$ cat config.mk
export PLATFORM = sky130hd
export DESIGN_NAME = tfq_fifo_pair
export DESIGN_NICKNAME = d
export VERILOG_FILES = /design/src/rtl/tfq_pkg.sv /design/src/rtl/tfq_byte_fifo.sv /design/src/rtl/tfq_trail_timer.sv /design/src/rtl/tfq_fifo_pair.sv
export SDC_FILE = /design/constraint.sdc
export NUM_CORES = 1
export LEC_CHECK = 0
export BUFFER_PORTS_ARGS = -buffer_cell sky130_fd_sc_hd__buf_2
export CAP_MARGIN = 20
export CORE_UTILIZATION = 50
export CTS_CLUSTER_SIZE = 10
export DETAILED_ROUTE_END_ITERATION = 8
export HOLD_SLACK_MARGIN = 0.06
export PLACE_DENSITY = 0.7
export SLEW_MARGIN = 10
export SYNTH_ARGS = -nofsm -noshare
export SYNTH_HDL_FRONTEND = slang
export SYNTH_SLANG_ARGS = --single-unit
$ cat constraint.sdc
create_clock -name clk -period 3.52 [get_ports clk]
set_input_delay 0.176 -clock clk [delete_from_list [all_inputs] [get_ports clk]]
set_output_delay 0.176 -clock clk [all_outputs]
set_load 0.01 [all_outputs]
$ cat src/rtl/tfq_pkg.sv
package tfq_pkg;

    localparam int RA_W = 3;

    localparam logic [RA_W-1:0] RA_CTRL  = 3'd0;
    localparam logic [RA_W-1:0] RA_TRAIL = 3'd1;
    localparam logic [RA_W-1:0] RA_IEN   = 3'd2;
    localparam logic [RA_W-1:0] RA_PEND  = 3'd3;
    localparam logic [RA_W-1:0] RA_FSTAT = 3'd4;
    localparam logic [RA_W-1:0] RA_TXD   = 3'd5;
    localparam logic [RA_W-1:0] RA_RXD   = 3'd6;

    localparam int PB_TX_LOW   = 0;
    localparam int PB_RX_HIGH  = 1;
    localparam int PB_TX_UDF   = 2;
    localparam int PB_TX_OVF   = 3;
    localparam int PB_RX_UDF   = 4;
    localparam int PB_RX_OVF   = 5;
    localparam int PB_TRAIL    = 6;
    localparam int PB_XFER     = 9;

    localparam int PEND_W = 10;
    localparam int TRIG_W = 7;
    localparam int LIM_W  = 4;

    localparam logic [PEND_W-1:0] PEND_IMPL = 10'b10_0111_1111;
    localparam logic [PEND_W-1:0] IEN_IMPL  = 10'b10_0100_0011;

    typedef struct packed {
        logic              rx_en;
        logic              tx_en;
        logic [TRIG_W-1:0] rx_trig;
        logic [TRIG_W-1:0] tx_trig;
        logic [LIM_W-1:0]  trail_lim;
        logic [PEND_W-1:0] ien;
        logic [PEND_W-1:0] pend;
    } ctl_state_t;

endpackage

$ cat src/rtl/tfq_byte_fifo.sv
module tfq_byte_fifo #(
    parameter int DEPTH = 16,
    parameter int LVL_W = $clog2(DEPTH + 1)
) (
    input  logic             clk,
    input  logic             rst_n,
    input  logic             flush,
    input  logic             push,
    input  logic [7:0]       push_data,
    input  logic             pop,
    output logic [7:0]       head,
    output logic [LVL_W-1:0] level,
    output logic             full,
    output logic             empty,
    output logic             push_err,
    output logic             pop_err
);

    localparam int PW = (DEPTH > 1) ? $clog2(DEPTH) : 1;

    typedef struct packed {
        logic [PW-1:0]    wr;
        logic [PW-1:0]    rd;
        logic [LVL_W-1:0] lvl;
    } fifo_state_t;

    fifo_state_t st_d, st_q;
    logic [7:0]  mem_q [DEPTH];
    logic        do_push, do_pop;

    function automatic logic [PW-1:0] step(input logic [PW-1:0] p);
        return (p == PW'(DEPTH - 1)) ? '0 : p + PW'(1);
    endfunction

    assign full     = (st_q.lvl == LVL_W'(DEPTH));
    assign empty    = (st_q.lvl == '0);
    assign do_push  = push && !full && !flush;
    assign do_pop   = pop && !empty && !flush;
    assign push_err = push && full;
    assign pop_err  = pop && empty;
    assign level    = st_q.lvl;
    assign head     = empty ? 8'h00 : mem_q[st_q.rd];

    always_comb begin
        st_d = st_q;
        if (flush) begin
            st_d = '0;
        end else begin
            if (do_push) st_d.wr = step(st_q.wr);
            if (do_pop)  st_d.rd = step(st_q.rd);
            if (do_push && !do_pop)      st_d.lvl = st_q.lvl + LVL_W'(1);
            else if (!do_push && do_pop) st_d.lvl = st_q.lvl - LVL_W'(1);
        end
    end

    always_ff @(posedge clk or negedge rst_n) begin
        if (!rst_n) st_q <= '0;
        else        st_q <= st_d;
    end

    always_ff @(posedge clk) begin
        if (do_push) mem_q[st_q.wr] <= push_data;
    end

endmodule

$ cat src/rtl/tfq_trail_timer.sv
module tfq_trail_timer #(
    parameter int LIM_W = 4
) (
    input  logic             clk,
    input  logic             rst_n,
    input  logic             arm,
    input  logic             activity,
    input  logic             tick,
    input  logic [LIM_W-1:0] limit,
    output logic             fire
);

    typedef struct packed {
        logic [LIM_W-1:0] cnt;
    } trail_state_t;

    trail_state_t     st_d, st_q;
    logic [LIM_W-1:0] goal;
    logic [LIM_W:0]   cnt_inc;

    assign goal    = (limit == '0) ? LIM_W'(1) : limit;
    assign cnt_inc = {1'b0, st_q.cnt} + (LIM_W + 1)'(1);
    assign fire    = arm && !activity && tick && (cnt_inc == {1'b0, goal});

    always_comb begin
        st_d = st_q;
        if (!arm || activity) begin
            st_d.cnt = '0;
        end else if (tick && st_q.cnt != goal) begin
            st_d.cnt = cnt_inc[LIM_W-1:0];
        end
    end

    always_ff @(posedge clk or negedge rst_n) begin
        if (!rst_n) st_q <= '0;
        else        st_q <= st_d;
    end

endmodule

$ cat src/rtl/tfq_fifo_pair.sv
module tfq_fifo_pair
    import tfq_pkg::*;
#(
    parameter int DEPTH = 16,
    parameter int LVL_W = $clog2(DEPTH + 1)
) (
    input  logic        clk,
    input  logic        rst_n,
    input  logic        reg_wr,
    input  logic        reg_rd,
    input  logic [2:0]  reg_addr,
    input  logic [31:0] reg_wdata,
    output logic [31:0] reg_rdata,
    input  logic        bus_tx_pop,
    output logic [7:0]  bus_tx_data,
    input  logic        bus_rx_push,
    input  logic [7:0]  bus_rx_data,
    input  logic        bit_tick,
    input  logic        xfer_event,
    output logic        irq
);

    ctl_state_t st_d, st_q;

    logic             tx_push, tx_pop, rx_push, rx_pop;
    logic [LVL_W-1:0] tx_lvl, rx_lvl;
    logic             tx_full, tx_empty, rx_full, rx_empty;
    logic             tx_perr, tx_uerr, rx_perr, rx_uerr;
    logic [7:0]       rx_head;
    logic [TRIG_W-1:0] tx_lvl7, rx_lvl7;
    logic             trail_arm, trail_fire;
    logic [PEND_W-1:0] pend_set, pend_clr;
    logic             tx_en_w, rx_en_w;
    logic [PEND_W-1:0] pend_w, ien_w;

    assign tx_en_w = st_q.tx_en;
    assign rx_en_w = st_q.rx_en;
    assign pend_w  = st_q.pend;
    assign ien_w   = st_q.ien;

    assign tx_push = reg_wr && (reg_addr == RA_TXD) && st_q.tx_en;
    assign tx_pop  = bus_tx_pop && st_q.tx_en;
    assign rx_push = bus_rx_push && st_q.rx_en;
    assign rx_pop  = reg_rd && (reg_addr == RA_RXD) && st_q.rx_en;

    tfq_byte_fifo #(.DEPTH(DEPTH), .LVL_W(LVL_W)) u_tx (
        .clk(clk), .rst_n(rst_n), .flush(!st_q.tx_en),
        .push(tx_push), .push_data(reg_wdata[7:0]), .pop(tx_pop),
        .head(bus_tx_data), .level(tx_lvl), .full(tx_full), .empty(tx_empty),
        .push_err(tx_perr), .pop_err(tx_uerr)
    );

    tfq_byte_fifo #(.DEPTH(DEPTH), .LVL_W(LVL_W)) u_rx (
        .clk(clk), .rst_n(rst_n), .flush(!st_q.rx_en),
        .push(rx_push), .push_data(bus_rx_data), .pop(rx_pop),
        .head(rx_head), .level(rx_lvl), .full(rx_full), .empty(rx_empty),
        .push_err(rx_perr), .pop_err(rx_uerr)
    );

    assign tx_lvl7   = TRIG_W'(tx_lvl);
    assign rx_lvl7   = TRIG_W'(rx_lvl);
    assign trail_arm = st_q.rx_en && !rx_empty && (rx_lvl7 < st_q.rx_trig);

    tfq_trail_timer #(.LIM_W(LIM_W)) u_trail (
        .clk(clk), .rst_n(rst_n), .arm(trail_arm),
        .activity(rx_push || rx_pop), .tick(bit_tick),
        .limit(st_q.trail_lim), .fire(trail_fire)
    );

    always_comb begin
        pend_set             = '0;
        pend_set[PB_TX_LOW]  = st_q.tx_en && (tx_lvl7 <= st_q.tx_trig);
        pend_set[PB_RX_HIGH] = st_q.rx_en && (rx_lvl7 >= st_q.rx_trig);
        pend_set[PB_TX_UDF]  = tx_uerr;
        pend_set[PB_TX_OVF]  = tx_perr;
        pend_set[PB_RX_UDF]  = rx_uerr;
        pend_set[PB_RX_OVF]  = rx_perr;
        pend_set[PB_TRAIL]   = trail_fire;
        pend_set[PB_XFER]    = xfer_event;
        pend_clr = (reg_wr && reg_addr == RA_PEND) ? reg_wdata[PEND_W-1:0] : '0;
    end

    always_comb begin
        st_d = st_q;
        if (reg_wr) begin
            case (reg_addr)
                RA_CTRL: begin
                    st_d.rx_en   = reg_wdata[0];
                    st_d.tx_en   = reg_wdata[1];
                    st_d.rx_trig = reg_wdata[4 +: TRIG_W];
                    st_d.tx_trig = reg_wdata[16 +: TRIG_W];
                end
                RA_TRAIL: st_d.trail_lim = reg_wdata[LIM_W-1:0];
                RA_IEN:   st_d.ien       = reg_wdata[PEND_W-1:0] & IEN_IMPL;
                default: ;
            endcase
        end
        st_d.pend = ((st_q.pend & ~pend_clr) | pend_set) & PEND_IMPL;
    end

    always_ff @(posedge clk or negedge rst_n) begin
        if (!rst_n) st_q <= '0;
        else        st_q <= st_d;
    end

    always_comb begin
        reg_rdata = '0;
        case (reg_addr)
            RA_CTRL: begin
                reg_rdata[0]            = st_q.rx_en;
                reg_rdata[1]            = st_q.tx_en;
                reg_rdata[4 +: TRIG_W]  = st_q.rx_trig;
                reg_rdata[16 +: TRIG_W] = st_q.tx_trig;
            end
            RA_TRAIL: reg_rdata[LIM_W-1:0]  = st_q.trail_lim;
            RA_IEN:   reg_rdata[PEND_W-1:0] = st_q.ien;
            RA_PEND:  reg_rdata[PEND_W-1:0] = st_q.pend;
            RA_FSTAT: reg_rdata = {7'b0, rx_empty, rx_full, rx_lvl7,
                                   7'b0, tx_empty, tx_full, tx_lvl7};
            RA_RXD:   reg_rdata[7:0] = rx_head;
            default: ;
        endcase
    end

    assign irq = |(st_q.pend & st_q.ien);

endmodule

==> flow_metrics.tcl <==
set metrics [dict create \
    status "complete, no violations" \
    placed_area_mm2 0.0149 \
    stdcell_count 1386 \
    start_kind "flip-flop" \
    cp_slowest_cell "or4_1" \
    tns_ns 0 \
    ir_drop_mv 0.417 \
    fin_util_pct 58.2 \
    multiInputGateArea_mm2 0.00451 \
    io_pins 92 \
    period_minus_slack_ns 3.11 \
    syn-cell-area_mm2 0.0141 \
    max-slew-margin-rel_pct 39.2 \
    synth_edf_count 256 \
    clock_latency_ns 0.52 \
    track_usage_pct 21.6 \
    die_w_um 170 \
    antenna_found_initial 0 \
    setup_viol 0 \
    routed-via-count 7897 \
    cts.sink_count 318 \
    overflow 0 \
    grt_pass1_wl_mm 46.4 \
    fillerInstances 2119 \
    wl_per_cell_um 21.7 \
    syn_area_per_cell_um2 16.0 \
    routed_wl_mm 30.0 \
    rsz0062_at_grt "false" \
    grt_pass1_vias 7996 \
    path_clk_slew_ns 0.06 \
    diodes 0 \
    end_kind "flip-flop" \
    cts_tree "done" \
    drtPass1Iterations 5 \
    yosysUniqueCellTypes 66 \
    required_ns 3.90 \
    place_inst 1304 \
    dieArea_mm2 0.0288 \
    seq_area_mm2 0.00924 \
    p_per_area_mw_per_mm2 622 \
    ys_async_sr_fraction_pct 19.5 \
    drive_gt1_share_pct 23.1 \
    hpwl_mm 19.5 \
    synthCells 879 \
    viasPerCell 5.70 \
    hold_violations 0 \
    fin_skew_ns 0.0176 \
    tightest_slew_ns 0.911 \
    syn2layout_area_growth_pct 14.9 \
    yosysSeqAreaShare_pct 65.6 \
    crit_fanout 9 \
    yosys_most_used_dff "edfxtp_1" \
    initial_utilization_pct 50.7 \
    drv_slew 0 \
    cts_max_level 2 \
    cts-root-buf "clkbuf_16" \
    hold_path.class "input pin to flip-flop" \
    max_stage_delay_ns 0.69 \
    final_area_mm2 0.0162 \
    power_leakage_nw 5.64 \
    port_buffers 65 \
    cts_resized 0 \
    finalCritPeriodShare_pct 88.3 \
    drc 0 \
    path_class "flip-flop to flip-flop" \
    grt_max_degree 37 \
    yosysWarnings 0 \
    drv_cap 0 \
    layout.nets 1068 \
    numCtsBuffers 38 \
    die-height_um 170 \
    worstPathCellList "or4_1, o21ai_4, nand2_1, ha_1, nand2b_1, o2bb2ai_1, or3_1, a31oi_1, a21oi_1" \
    fmax_ghz 0.322 \
    clock_path_buffers 3 \
    fp-row-count 61 \
    drt_iter0_drc 801 \
    core_area_mm2 0.0278 \
    place_congestion 0.831 \
    cp.arrival_ns 3.48 \
    synth_seq_cells 318 \
    final_antenna_net_count 0 \
]
## what timing repair did
item                                   4_1_cts  5_1_grt
endpoints found under the hold margin      138        0
setup buffers                                0        0
hold buffers                                21        0
## registers in the layout (all words and copies together), names as in the netlist
signal and cells:
ien_w 4, pend_w 8, rx_en_w 1, st_q 18, tx_en_w 1, u_rx.level 5, u_rx.mem_q 128, u_rx.st_q 8
u_trail.st_q 4, u_tx.level 5, u_tx.mem_q 128, u_tx.st_q 8
## metal layers
layer | wire length (um) | GRT usage [%] | up-vias
li1 | - | - | 3601
met1 | 13500 | 31.4 | 4021
met2 | 14300 | 33.7 | 225
met3 | 1460 | 3.37 | 50
met4 | 740 | 6.89 | 0
met5 | 0 | 0 | -
## cell usage after synthesis, types with 7 or more instances
| library cell | count | area (um^2) |
|---|---|---|
| a21o_1 | 7 | 52.6 |
| a21oi_1 | 19 | 95.1 |
| a22oi_1 | 7 | 52.6 |
| a31oi_1 | 7 | 43.8 |
| and2_1 | 20 | 125 |
| buf_2 | 12 | 60.1 |
| buf_4 | 12 | 90.1 |
| clkbuf_1 | 25 | 93.8 |
| dfrtp_1 | 62 | 1550 |
| edfxtp_1 | 256 | 7690 |
| ha_1 | 28 | 350 |
| inv_1 | 29 | 109 |
| mux2_2 | 15 | 169 |
| mux2i_1 | 30 | 300 |
| mux4_2 | 73 | 1640 |
| nand2_1 | 48 | 180 |
| nand2b_1 | 9 | 56.3 |
| nand3_1 | 8 | 40.0 |
| nor2_1 | 59 | 221 |
| nor2b_1 | 13 | 81.3 |
| nor3_1 | 13 | 65.1 |
| o21ai_0 | 24 | 120 |
| or3_1 | 7 | 43.8 |
| xnor2_1 | 8 | 70.1 |
| xor2_1 | 8 | 70.1 |
## where the power goes
part	internal [mW]	switching [mW]
Combinational	0.972	1.09
Sequential	4.25	0.229
Clock	2.10	1.43
Total	7.32	2.75
## cells by family after synthesis
kind of cell,after synthesis,share of synthesized area (%)
DFF,318,65.6
and+or+nand+nor,198,6.90
muxes,119,15.2
AOI/OAI and AO/OA,114,5.70
buffers and inverters,82,2.72
adders and majority gates,30,2.77
xor gates and xnor gates,17,1.11
other,1,0.0266
## cell type report
class | instances | share of cell area, %
Sequential cell | 318 | 57.1
Multi-Input combinational cell | 490 | 27.9
Timing Repair Buffer | 110 | 4.58
Clock inverter | 3 | 0.209
Inverter | 29 | 0.673
Tap cell | 378 | 2.92
Clock buffer | 58 | 6.66
## stage by stage
stage / hold WS (ns) / total power, mW / worst slack (ns)
3_5_place_dp: 0.342 / 6.60 / 0.446
4_1_cts: 0.0640 / 10.1 / 0.438
2_1_floorplan: -0.120 / 5.95 / 0.562
3_3_place_gp: 0.346 / 6.54 / 0.485
6_report: 0.0823 / 10.1 / 0.413
5_1_grt: 0.0697 / 10.5 / 0.284
## worst paths after layout
check | startpoint | cells after the start | to | slack (ns)
setup / recovery | u_tx.level[1] | 9 | u_tx.level[4] | 0.41
hold / removal | bus_rx_data[2] | 1 | u_rx.mem_q[12][2] | 0.08
setup reg to reg | u_tx.level[1] | 9 | u_tx.level[4] | 0.41
hold reg to reg | pend_w[5] | 1 | pend_w[5] | 0.50
max in group asynchronous | rst_n | 3 | ien_w[9] | 2.41
min in group asynchronous | rst_n | 2 | u_rx.st_q[6] | 0.31
## cell usage in the layout, fill, tap and decap left out, drive strengths merged, types with 3 or more instances in the layout
master / count
a22oi: 7
xor2: 9
nor2b: 13
conb: 12
o22ai: 6
clkbuf: 58
buf: 89
nand2b: 9
nand2: 48
or3: 7
o21a: 6
o211ai: 5
xnor2: 8
a32o: 4
o2bb2ai: 6
and2: 20
nor4: 3
o21ai: 27
mux2i: 30
nor3: 13
nand4: 5
nand3: 8
mux2: 15
a31oi: 7
inv: 31
edfxtp: 256
nor2: 59
dlygate4sd3: 21
dfrtp: 62
ha: 28
a21o: 7
a21oi: 19
nor3b: 3
mux4: 74
## critical path, delay by kind of cell (launching register included)
family	cells	cell delay, ns
simple gates	4	1.32
compound gates	4	0.78
flops	1	0.47
fa+ha+maj	1	0.38
No activity file was read; power rests on OpenSTA's default activity.
